$ cat config.mk
export PLATFORM = sky130hd
export DESIGN_NAME = phy_testport_seq
export DESIGN_NICKNAME = d
export VERILOG_FILES = /design/src/rtl/phytp_pkg.sv /design/src/rtl/phytp_hold_timer.sv /design/src/rtl/phytp_step_ctrl.sv /design/src/rtl/phytp_port_drive.sv /design/src/rtl/phy_testport_seq.sv
export SDC_FILE = /design/constraint.sdc
export NUM_CORES = 1
export LEC_CHECK = 0
export BUFFER_PORTS_ARGS = -buffer_cell sky130_fd_sc_hd__buf_2
export CAP_MARGIN = 40
export CORE_MARGIN = 3
export CORE_UTILIZATION = 51
export DETAILED_ROUTE_END_ITERATION = 10
export GPL_ROUTABILITY_DRIVEN = 0
export GPL_TIMING_DRIVEN = 1
export PLACE_DENSITY_LB_ADDON = 0.15
export SLEW_MARGIN = 0
export SYNTH_ARGS = -nofsm -noshare
export SYNTH_HDL_FRONTEND = slang
export SYNTH_HIERARCHICAL = 1
export SYNTH_SLANG_ARGS = --single-unit
$ cat constraint.sdc
create_clock -name clk -period 3.8 [get_ports clk]
set_input_delay 0.38 -clock clk [delete_from_list [all_inputs] [get_ports clk]]
set_output_delay 0.38 -clock clk [all_outputs]
set_load 0.1 [all_outputs]
$ cat src/rtl/phytp_pkg.sv
package phytp_pkg;

    parameter int unsigned TP_DIN_W  = 8;
    parameter int unsigned TP_LANE_W = 2;

    typedef enum logic [1:0] {
        OP_WRITE  = 2'd0,
        OP_INIT   = 2'd1,
        OP_BRINGUP = 2'd2,
        OP_RSVD   = 2'd3
    } op_e;

    typedef enum logic [3:0] {
        ST_IDLE,
        ST_C_CLK_HI,
        ST_C_CODE,
        ST_C_EN_HI,
        ST_C_CLK_LO,
        ST_C_EN_LO,
        ST_D_CLK_LO,
        ST_D_BYTE,
        ST_D_CLK_HI,
        ST_I_CLR_HI,
        ST_I_CLR_LO,
        ST_B_LANES,
        ST_B_LCLK,
        ST_B_PLL,
        ST_B_SDN,
        ST_B_RST
    } step_e;

    typedef struct packed {
        logic                 tclk;
        logic                 ten;
        logic [TP_DIN_W-1:0]  tdin;
        logic                 tclr;
        logic                 sdn_n;
        logic                 rst_n;
        logic [TP_LANE_W-1:0] lanes;
        logic                 lclk;
        logic                 pll;
    } port_t;

endpackage

$ cat src/rtl/phytp_hold_timer.sv
module phytp_hold_timer #(
    parameter int unsigned HOLD_W = 8
) (
    input  logic              clk,
    input  logic              rst_n,
    input  logic              load,
    input  logic [HOLD_W-1:0] load_val,
    output logic              step_end
);

    logic [HOLD_W-1:0] cnt_d, cnt_q;

    always_comb begin
        cnt_d = cnt_q;
        if (load) begin
            cnt_d = load_val;
        end else if (cnt_q != '0) begin
            cnt_d = cnt_q - 1'b1;
        end
    end

    always_ff @(posedge clk or negedge rst_n) begin
        if (!rst_n) cnt_q <= '0;
        else        cnt_q <= cnt_d;
    end

    // the step ends on the edge that would take the counter from 1 to 0
    assign step_end = (cnt_q == HOLD_W'(1));

endmodule

$ cat src/rtl/phytp_step_ctrl.sv
module phytp_step_ctrl
    import phytp_pkg::*;
#(
    parameter int unsigned HOLD_W    = 8,
    parameter int unsigned MAX_BYTES = 4,
    parameter int unsigned CNT_W     = 3,
    parameter int unsigned IDX_W     = 2
) (
    input  logic              clk,
    input  logic              rst_n,
    input  logic              start,
    input  logic [1:0]        op,
    input  logic [CNT_W-1:0]  byte_count,
    input  logic [HOLD_W-1:0] hold_cycles,
    input  logic              step_end,
    output logic              accept,
    output logic              enter,
    output step_e             nxt_step,
    output logic [IDX_W-1:0]  nxt_idx,
    output logic [HOLD_W-1:0] nxt_hold,
    output logic              busy,
    output logic              done
);

    typedef struct packed {
        step_e             step;
        logic [IDX_W-1:0]  idx;
        logic [IDX_W-1:0]  last;
        logic [HOLD_W-1:0] hold;
        logic              done;
    } ctrl_t;

    ctrl_t s_d, s_q;

    logic [CNT_W-1:0] eff_cnt;
    logic [CNT_W-1:0] eff_m1;
    logic             running;

    // clamp the requested byte count into 1..MAX_BYTES
    always_comb begin
        if (byte_count == '0)                     eff_cnt = CNT_W'(1);
        else if (byte_count > CNT_W'(MAX_BYTES))  eff_cnt = CNT_W'(MAX_BYTES);
        else                                      eff_cnt = byte_count;
        eff_m1 = eff_cnt - 1'b1;
    end

    assign running = (s_q.step != ST_IDLE);

    always_comb begin
        s_d      = s_q;
        s_d.done = 1'b0;
        accept   = 1'b0;
        if (!running) begin
            if (start && (op_e'(op) != OP_RSVD)) begin
                accept   = 1'b1;
                s_d.idx  = '0;
                s_d.last = eff_m1[IDX_W-1:0];
                s_d.hold = (hold_cycles == '0) ? HOLD_W'(1) : hold_cycles;
                case (op_e'(op))
                    OP_WRITE:   s_d.step = ST_C_CLK_HI;
                    OP_INIT:    s_d.step = ST_I_CLR_HI;
                    default:    s_d.step = ST_B_LANES;
                endcase
            end
        end else if (step_end) begin
            case (s_q.step)
                ST_C_CLK_HI: s_d.step = ST_C_CODE;
                ST_C_CODE:   s_d.step = ST_C_EN_HI;
                ST_C_EN_HI:  s_d.step = ST_C_CLK_LO;
                ST_C_CLK_LO: s_d.step = ST_C_EN_LO;
                ST_C_EN_LO:  s_d.step = ST_D_CLK_LO;
                ST_D_CLK_LO: s_d.step = ST_D_BYTE;
                ST_D_BYTE:   s_d.step = ST_D_CLK_HI;
                ST_D_CLK_HI: begin
                    if (s_q.idx == s_q.last) begin
                        s_d.step = ST_IDLE;
                        s_d.done = 1'b1;
                    end else begin
                        s_d.idx  = s_q.idx + 1'b1;
                        s_d.step = ST_D_CLK_LO;
                    end
                end
                ST_I_CLR_HI: s_d.step = ST_I_CLR_LO;
                ST_B_LANES:  s_d.step = ST_B_LCLK;
                ST_B_LCLK:   s_d.step = ST_B_PLL;
                ST_B_PLL:    s_d.step = ST_B_SDN;
                ST_B_SDN:    s_d.step = ST_B_RST;
                default: begin
                    // ST_I_CLR_LO and ST_B_RST close their operations
                    s_d.step = ST_IDLE;
                    s_d.done = 1'b1;
                end
            endcase
        end
    end

    always_ff @(posedge clk or negedge rst_n) begin
        if (!rst_n) begin
            s_q <= '{step: ST_IDLE, idx: '0, last: '0, hold: '0, done: 1'b0};
        end else begin
            s_q <= s_d;
        end
    end

    assign enter    = (s_d.step != ST_IDLE) && (accept || (running && step_end));
    assign nxt_step = s_d.step;
    assign nxt_idx  = s_d.idx;
    assign nxt_hold = s_d.hold;
    assign busy     = running;
    assign done     = s_q.done;

endmodule

$ cat src/rtl/phytp_port_drive.sv
module phytp_port_drive
    import phytp_pkg::*;
#(
    parameter int unsigned MAX_BYTES = 4,
    parameter int unsigned IDX_W     = 2,
    parameter int unsigned LANE_VAL  = 3
) (
    input  logic                          clk,
    input  logic                          rst_n,
    input  logic                          accept,
    input  logic [TP_DIN_W-1:0]           code_in,
    input  logic [MAX_BYTES*TP_DIN_W-1:0] data_in,
    input  logic                          enter,
    input  step_e                         nxt_step,
    input  logic [IDX_W-1:0]              nxt_idx,
    output port_t                         port
);

    typedef struct packed {
        port_t                         port;
        logic [TP_DIN_W-1:0]           code;
        logic [MAX_BYTES*TP_DIN_W-1:0] data;
    } drv_t;

    drv_t r_d, r_q;

    logic [TP_DIN_W-1:0] stage_byte [MAX_BYTES];

    for (genvar g = 0; g < MAX_BYTES; g++) begin : g_bytes
        assign stage_byte[g] = r_q.data[g*TP_DIN_W +: TP_DIN_W];
    end

    always_comb begin
        r_d = r_q;
        if (accept) begin
            r_d.code = code_in;
            r_d.data = data_in;
        end
        if (enter) begin
            case (nxt_step)
                ST_C_CLK_HI: r_d.port.tclk = 1'b1;
                ST_C_CODE:   r_d.port.tdin = r_q.code;
                ST_C_EN_HI:  r_d.port.ten  = 1'b1;
                ST_C_CLK_LO: r_d.port.tclk = 1'b0;
                ST_C_EN_LO:  r_d.port.ten  = 1'b0;
                ST_D_CLK_LO: r_d.port.tclk = 1'b0;
                ST_D_BYTE:   r_d.port.tdin = stage_byte[nxt_idx];
                ST_D_CLK_HI: r_d.port.tclk = 1'b1;
                ST_I_CLR_HI: begin
                    r_d.port.tclr  = 1'b1;
                    r_d.port.sdn_n = 1'b0;
                    r_d.port.rst_n = 1'b0;
                    r_d.port.lanes = '0;
                    r_d.port.lclk  = 1'b0;
                    r_d.port.pll   = 1'b0;
                end
                ST_I_CLR_LO: r_d.port.tclr  = 1'b0;
                ST_B_LANES:  r_d.port.lanes = TP_LANE_W'(LANE_VAL);
                ST_B_LCLK:   r_d.port.lclk  = 1'b1;
                ST_B_PLL:    r_d.port.pll   = 1'b1;
                ST_B_SDN:    r_d.port.sdn_n = 1'b1;
                ST_B_RST:    r_d.port.rst_n = 1'b1;
                default:     r_d.port = r_q.port;
            endcase
        end
    end

    always_ff @(posedge clk or negedge rst_n) begin
        if (!rst_n) r_q <= '0;
        else        r_q <= r_d;
    end

    assign port = r_q.port;

endmodule

$ cat src/rtl/phy_testport_seq.sv
module phy_testport_seq
    import phytp_pkg::*;
#(
    parameter int unsigned HOLD_W    = 8,
    parameter int unsigned MAX_BYTES = 4,
    parameter int unsigned LANE_VAL  = 3,
    localparam int unsigned CNT_W    = $clog2(MAX_BYTES + 1),
    localparam int unsigned IDX_W    = (MAX_BYTES > 1) ? $clog2(MAX_BYTES) : 1,
    localparam int unsigned DATA_W   = MAX_BYTES * TP_DIN_W
) (
    input  logic                 clk,
    input  logic                 rst_n,
    input  logic                 start,
    input  logic [1:0]           op,
    input  logic [TP_DIN_W-1:0]  code,
    input  logic [CNT_W-1:0]     byte_count,
    input  logic [DATA_W-1:0]    data,
    input  logic [HOLD_W-1:0]    hold_cycles,
    output logic                 busy,
    output logic                 done,
    output logic                 tp_clk,
    output logic                 tp_en,
    output logic [TP_DIN_W-1:0]  tp_din,
    output logic                 tp_clr,
    output logic                 phy_shutdown_n,
    output logic                 phy_reset_n,
    output logic [TP_LANE_W-1:0] lane_cnt,
    output logic                 lane_clk_en,
    output logic                 pll_force
);

    logic              accept;
    logic              enter;
    logic              step_end;
    step_e             nxt_step;
    logic [IDX_W-1:0]  nxt_idx;
    logic [HOLD_W-1:0] nxt_hold;
    port_t             port;

    phytp_step_ctrl #(
        .HOLD_W    (HOLD_W),
        .MAX_BYTES (MAX_BYTES),
        .CNT_W     (CNT_W),
        .IDX_W     (IDX_W)
    ) u_ctrl (
        .clk         (clk),
        .rst_n       (rst_n),
        .start       (start),
        .op          (op),
        .byte_count  (byte_count),
        .hold_cycles (hold_cycles),
        .step_end    (step_end),
        .accept      (accept),
        .enter       (enter),
        .nxt_step    (nxt_step),
        .nxt_idx     (nxt_idx),
        .nxt_hold    (nxt_hold),
        .busy        (busy),
        .done        (done)
    );

    phytp_hold_timer #(
        .HOLD_W (HOLD_W)
    ) u_timer (
        .clk      (clk),
        .rst_n    (rst_n),
        .load     (enter),
        .load_val (nxt_hold),
        .step_end (step_end)
    );

    phytp_port_drive #(
        .MAX_BYTES (MAX_BYTES),
        .IDX_W     (IDX_W),
        .LANE_VAL  (LANE_VAL)
    ) u_drive (
        .clk      (clk),
        .rst_n    (rst_n),
        .accept   (accept),
        .code_in  (code),
        .data_in  (data),
        .enter    (enter),
        .nxt_step (nxt_step),
        .nxt_idx  (nxt_idx),
        .port     (port)
    );

    assign tp_clk         = port.tclk;
    assign tp_en          = port.ten;
    assign tp_din         = port.tdin;
    assign tp_clr         = port.tclr;
    assign phy_shutdown_n = port.sdn_n;
    assign phy_reset_n    = port.rst_n;
    assign lane_cnt       = port.lanes;
    assign lane_clk_en    = port.lclk;
    assign pll_force      = port.pll;

endmodule

==> reports/metrics.yaml, run 1 <==
timing:
  final-setup-viol-count: 0
  slew_viol_final: 0
  max_freq_ghz: 0.283
  rsz0062_at_grt: "false"
  final.setup.tns_ps: 0
  relSlewSlack_pct: 55.1
  final.setup_skew_ps: 11.4
  final.period_utilization_pct: 92.9
  hold_violations: 0
  worstMarginPinSlew_ps: 668
  fin_crit_ps: 3530
power_and_ir_drop:
  ir_worst_vdd_mv: 0.405
  netSwitchingPower_w: 0.00134
  pwr-share-clk_pct: 21.5
  seq_power_share_pct: 40.5
  switching_share_pct: 37.4
  p_int_w: 0.00224
  power_frac_comb_pct: 38.1
  leakage_nw: 2.24
  powerDensity_mw_per_mm2: 753
yosys:
  synthTopCellsByCount: "dfrtp_1 (81), mux2_2 (58), buf_4 (32)"
  synth_cell_types: 56
  yosysWarnings: 6
  avgSynthCellArea_um2: 12.0
  synth_seq_cells: 81
  yosysMostFrequentCell: "dfrtp_1"
  synth_area_leaders: "dfrtp_1 (47%), mux2_2 (15%), buf_4 (5.6%), mux4_2 (4.2%), mux2_4 (2.5%)"
  synth_seq_area_share_pct: 47.5
  synth_edf_count: 0
  syn-num-nets: 415
  synth_top_area_share_pct: 47.5
  async_reset_ff_share_pct: 100
  syn-cell-area_mm2: 0.00427
  synth_top_cell_by_area: "dfrtp_1"
  synthCells: 356
  synth_ff_type: "dfrtp_1"
layout:
  drive_above_1_share_pct: 44.8
  areaGrowthSynthToFinish_pct: 11.5
  fin_nets: 456
  stdcell_area_mm2: 0.00476
  antennaDiodeCount: 0
routing:
  drt_first_pass_iters: 4
  drtAntennaViolNets: 0
  routed_wl_um: 8340
  vias_per_cell: 5.54
  drc: 0
  vias: 2790
  wire_per_inst_um: 16.5
  drtIter0Drc: 146
clock_tree:
  clk_latency_ps: 350
  clock-sinks: 81
  cts_setup_buffers: 0
  clk_pin_slew_ps: 90
  cts_tree: "yes"
  cts_buffers: 9
  htreeDepth: 3
  cts_buffer_depth: 2
  clk_root_buffer_cell: "clkbuf_8"
place:
  port_buffers: 74
  place_area_mm2: 0.00449
  hpwl_um: 6010
worst_hold_path:
  hp-start: "data[29]"
  min_path_type: "in2reg"
  min_path_cells: 2
die:
  core_mm2: 0.00793
  io_pins: 75
  initial_core_util_pct: 53.8
  die_y_um: 97.5
  num_rows: 32
  die_x_um: 97.5
  die-area_mm2: 0.00950
global_routing:
  overflow: 0
  grt_pass1_vias: 2843
  antenna_found_initial: 0
  grt_start_max_net_pins: 65
  grt.total_usage_pct: 18.0
  grt_pass1_wl_um: 13800
critical_path:
  endpoint_kind: "flip-flop"
  reg2reg_depth: 9
  crit_type: "reg2reg"
  setup.worst_path.start: "u_timer/cnt_q[6]$_DFFE_PN0P_"
  worstPathMaxFanout: 9
  critical_path_arrival_ps: 3770
  critical_path_required_ps: 4040
  r2r_start: "u_timer/cnt_q[6]$_DFFE_PN0P_"
  critPathLaunchType: "flip-flop"
job:
  drv_cap: 0
outcome:
  status: "finished, final reports clean"
registers in the layout, indices dropped and copies added (netlist names):
register       count
u_ctrl/s_q        16
u_timer/cnt_q      8
u_ctrl/done        1
u_drive/r_q       40
u_drive/port      16
stage by stage:
step	hold WS [ps]	std cells	setup WS [ps]	total power, W	utilization (%)
floorplan	84.4	356	67.4	0.00270	-
global placement	477	486	294	0.00277	56.3
detailed placement	280	487	158	0.00282	56.7
CTS	238	504	127	0.00360	59.9
global route	236	504	54.8	0.00381	60.0
finish	256	504	270	0.00358	60.0
layout by cell type, fill, tap and decap left out, types with 8 or more instances in the layout:
| cell type | n |
|---|---|
| mux2_2 | 58 |
| nor2_1 | 14 |
| mux4_2 | 8 |
| o21ai_0 | 9 |
| a21oi_1 | 14 |
| inv_1 | 11 |
| buf_2 | 73 |
| dfrtp_1 | 81 |
| nand2_1 | 20 |
| buf_4 | 9 |
| clkbuf_8 | 9 |
kinds of logic (layout without fill, tap and decap cells):
logic type / count (synthesis) / count (layout) / share of synthesized area (%)
flops: 81 / 81 / 47.5
mux: 75 / 75 / 22.5
fa+ha+maj: 3 / 3 / 0.880
simple gates: 70 / 70 / 9.50
xor+xnor: 5 / 5 / 1.03
compound gates: 57 / 57 / 9.09
buf+inv: 65 / 111 / 9.56
layout make-up:
class / count / area [µm²]
Fill cell: 657 / 3170
Clock inverter: 7 / 124
Tap cell: 102 / 128
Inverter: 11 / 41.3
Clock buffer: 9 / 124
Sequential cell: 81 / 2030
Timing Repair Buffer: 84 / 470
Multi-Input combinational cell: 210 / 1840
power by group through the flow:
stage	clock network, W	logic (W)	registers (W)
floorplan	0	0.00135	0.00135
global placement	0	0.00132	0.00146
detailed placement	0	0.00136	0.00146
CTS	0.000792	0.00137	0.00144
global route	0.000820	0.00150	0.00149
finish	0.000768	0.00136	0.00145
worst paths after layout:
kind / to / slack [ps]
max: u_drive/port[7]$_DFFE_PN0P_ / 270
min: u_drive/r_q[29]$_DFFE_PN0P_ / 260
max reg2reg: u_drive/port[7]$_DFFE_PN0P_ / 270
min reg2reg: u_ctrl/s_q[6]$_DFF_PN0_ / 500
max in group asynchronous: u_ctrl/s_q[16]$_DFF_PN0_ / 2780
min in group asynchronous: u_ctrl/s_q[4]$_DFF_PN0_ / 440
critical path, stage by stage (launching register included):
cell	delay [ps]
dfrtp_1	410
or3_1	480
nor4_2	290
nand2_1	150
a2111oi_2	520
mux2i_2	260
buf_4	240
mux4_2	520
mux2_2	270
mux2_2	260
per-layer routing:
| metal | up-vias | share of wire [%] | track usage, % | wire length [µm] |
|---|---|---|---|---|
| met3 | 9 | 5.7 | 5.10 | 472 |
| met5 | - | 0 | 0 | 0 |
| met1 | 1374 | 45 | 23.7 | 3720 |
| met4 | 0 | 1.5 | 5.96 | 125 |
| met2 | 75 | 48 | 28.9 | 4020 |
| li1 | 1332 | - | - | - |
timing repair:
item,in CTS,in global routing
setup endpoints to repair,0,8
gates resized for setup,0,1
hold buffers,1,0
endpoints found under the hold margin,17,0
No activity file was read; power rests on OpenSTA's default activity.
==> run 2, diff against run 1 <==
--- a/config.mk
+++ b/config.mk
@@ -5,7 +5,7 @@
 export SDC_FILE = /design/constraint.sdc
 export NUM_CORES = 1
 export LEC_CHECK = 0
-export BUFFER_PORTS_ARGS = -buffer_cell sky130_fd_sc_hd__buf_2
+export BUFFER_PORTS_ARGS = -buffer_cell sky130_fd_sc_hd__buf_4
 export CAP_MARGIN = 40
 export CORE_MARGIN = 3
 export CORE_UTILIZATION = 51
==> reports/metrics.yaml, run 2 (synthesis results as in run 1) <==
outcome:
  status: "finished, final reports clean"
routing:
  drc: 0  # unchanged
  vias_per_cell: 5.57  # +0.59%
  drtAntennaViolNets: 0  # unchanged
  vias: 2812  # +0.79%
  drt_first_pass_iters: 4  # unchanged
  drtIter0Drc: 135  # -7.5%
  wire_per_inst_um: 16.7  # +1.2%
  routed_wl_um: 8450  # +1.4%
power_and_ir_drop:
  ir_worst_vdd_mv: 0.344  # -15%
  powerDensity_mw_per_mm2: 710  # -5.6%
  p_total_w: 0.00350  # -2.3%
  leakage_nw: 2.27  # +1.2%
timing:
  final.setup.tns_ps: 0  # unchanged
  fin_crit_ps: 3450  # -78.0 ps
  worstMarginPinSlew_ps: 631  # -37.4 ps
  final-setup-viol-count: 0  # unchanged
  hold_violations: 0  # unchanged
  hold_ws_ps: 264  # +7.91 ps
  rsz0062_at_grt: "false"
  max_freq_ghz: 0.290  # +2.3%
  relSlewSlack_pct: 57.6  # +2.5 points
  final.period_utilization_pct: 90.8  # -2.1 points
  slew_viol_final: 0  # unchanged
  final.setup_skew_ps: 8.58  # -2.77 ps
critical_path:
  critPathLaunchType: "flip-flop"
  critical_path_arrival_ps: 3680  # -90 ps
  endpoint_kind: "flip-flop"
  setup.worst_path.start: "u_timer/cnt_q[4]$_DFFE_PN0P_"
  r2r_slack_ps: 350  # +80 ps
  r2r_end: "u_drive/port[9]$_DFFE_PN0P_"
  r2r_start: "u_timer/cnt_q[4]$_DFFE_PN0P_"
  worstSetupEndpoint: "u_drive/port[9]$_DFFE_PN0P_"
  worstPathMaxFanout: 9  # unchanged
  reg2reg_depth: 9  # unchanged
  critical_path_required_ps: 4030  # about the same
  crit_type: "reg2reg"
place:
  place_area_mm2: 0.00468  # +4.1%
  hpwl_um: 6000  # -0.13%
  port_buffers: 74  # unchanged
global_routing:
  grt.total_usage_pct: 18.7  # +0.70 points
  overflow: 0  # unchanged
  grt_pass1_wl_um: 14400  # +4.7%
  busiest_layer: "met2"
  antenna_found_initial: 0  # unchanged
  gr-usage-met1_pct: 25.2  # +1.6 points
  gr-usage-met3_pct: 5.03  # -0.072 points
  grt_start_max_net_pins: 67  # +3.1%
  grt_pass1_vias: 2947  # +3.7%
  globalRouteMet2Util_pct: 29.7  # +0.84 points
layout:
  regMostFlops: "u_drive/r_q"
  stdcell_area_mm2: 0.00492  # +3.5%
  largest_reg_flops: 40  # unchanged
  drive_above_1_share_pct: 44.7  # -0.11 points
  final_common_cell: "buf_4"
  antennaDiodeCount: 0  # unchanged
  final_cell_mix: "buf_4 (82), dfrtp_1 (81), mux2_2 (58), nand2_1 (20)"
  fin_nets: 457  # +0.22%
  areaGrowthSynthToFinish_pct: 15.3
clock_tree:
  htreeDepth: 3  # unchanged
  clk_root_buffer_cell: "clkbuf_8"
  cts_buffers: 9  # unchanged
  clk_pin_slew_ps: 90  # about the same
  cts_tree: "yes"
  clock-sinks: 81  # unchanged
  cts_buffer_depth: 2  # unchanged
  clk_latency_ps: 340  # about the same
die:
  die_y_um: 97.5  # unchanged
  num_rows: 32  # unchanged
  initial_core_util_pct: 53.8  # unchanged
  io_pins: 75  # unchanged
  die-area_mm2: 0.00950  # unchanged
  core_mm2: 0.00793  # unchanged
  die_x_um: 97.5  # unchanged
job:
  drv_cap: 0  # unchanged
worst_hold_path:
  min_path_type: "in2reg"
==> run 2: area by class of cell <==
| cell class | count | area [µm²] |
|---|---|---|
| Fill cell | 661 | 3010 |
| Sequential cell | 81 | 2030 |
| Multi-Input combinational cell | 210 | 1850 |
| Timing Repair Buffer | 85 | 673 |
| Clock buffer | 10 | 138 |
| Tap cell | 102 | 128 |
| Clock inverter | 6 | 66.3 |
| Inverter | 11 | 41.3 |
==> run 2: worst min-delay path by stage <==
stage	start	end	slack, ps	depth (start not counted)
6_report	data[25]	u_drive/r_q[25]$_DFFE_PN0P_	260	2
3_3_place_gp	u_ctrl/s_q[6]$_DFF_PN0_	u_ctrl/s_q[6]$_DFF_PN0_	480	1
4_1_cts	data[7]	u_drive/r_q[7]$_DFFE_PN0P_	240	2
5_1_grt	data[17]	u_drive/r_q[17]$_DFFE_PN0P_	240	2
2_1_floorplan	rst_n	u_ctrl/done$_DFF_PN0_	80	0
3_5_place_dp	rst_n	u_ctrl/s_q[4]$_DFF_PN0_	270	1
==> run 2: what timing repair did <==
action | 4_1_cts | 5_1_grt
endpoints found under the setup margin | 0 | 8
endpoints found under the hold margin | 15 | 0
setup buffers | 0 | 1
resized for setup | 0 | 1
hold buffers | 1 | 0
==> run 2: power breakdown <==
| part | leakage, nW | switching, W | internal, W |
|---|---|---|---|
| Sequential | 1.03 | 0.000276 | 0.00118 |
| Combinational | 1.15 | 0.000745 | 0.000652 |
| Clock | 0.0949 | 0.000322 | 0.000323 |
==> run 2: critical path, cell delays in order (launching register included) <==
cell	delay, ps
dfrtp_1	430
or3_1	450
nor4_1	320
nand2_1	180
a2111oi_4	400
mux2i_2	250
buf_4	240
mux4_2	530
mux2_2	280
mux2_2	250
==> run 2: routing by layer <==
metal  share of wire (%)  vias up  routed length (µm)
met3                 4.9        6                 418
met1                  46     1414                3850
li1                    -     1333                   -
met4                 1.1        0                  94
met2                  48       59                4090
met5                   0        -                   0
==> run 2: metrics by stage <==
step | utilization (%) | std cells | setup WS (ps)
finish | 62.1 | 505 | 348
floorplan | - | 356 | 67.4
global placement | 58.6 | 486 | 301
global route | 62.1 | 505 | 48.9
detailed placement | 59.0 | 487 | 282
CTS | 61.7 | 504 | 242
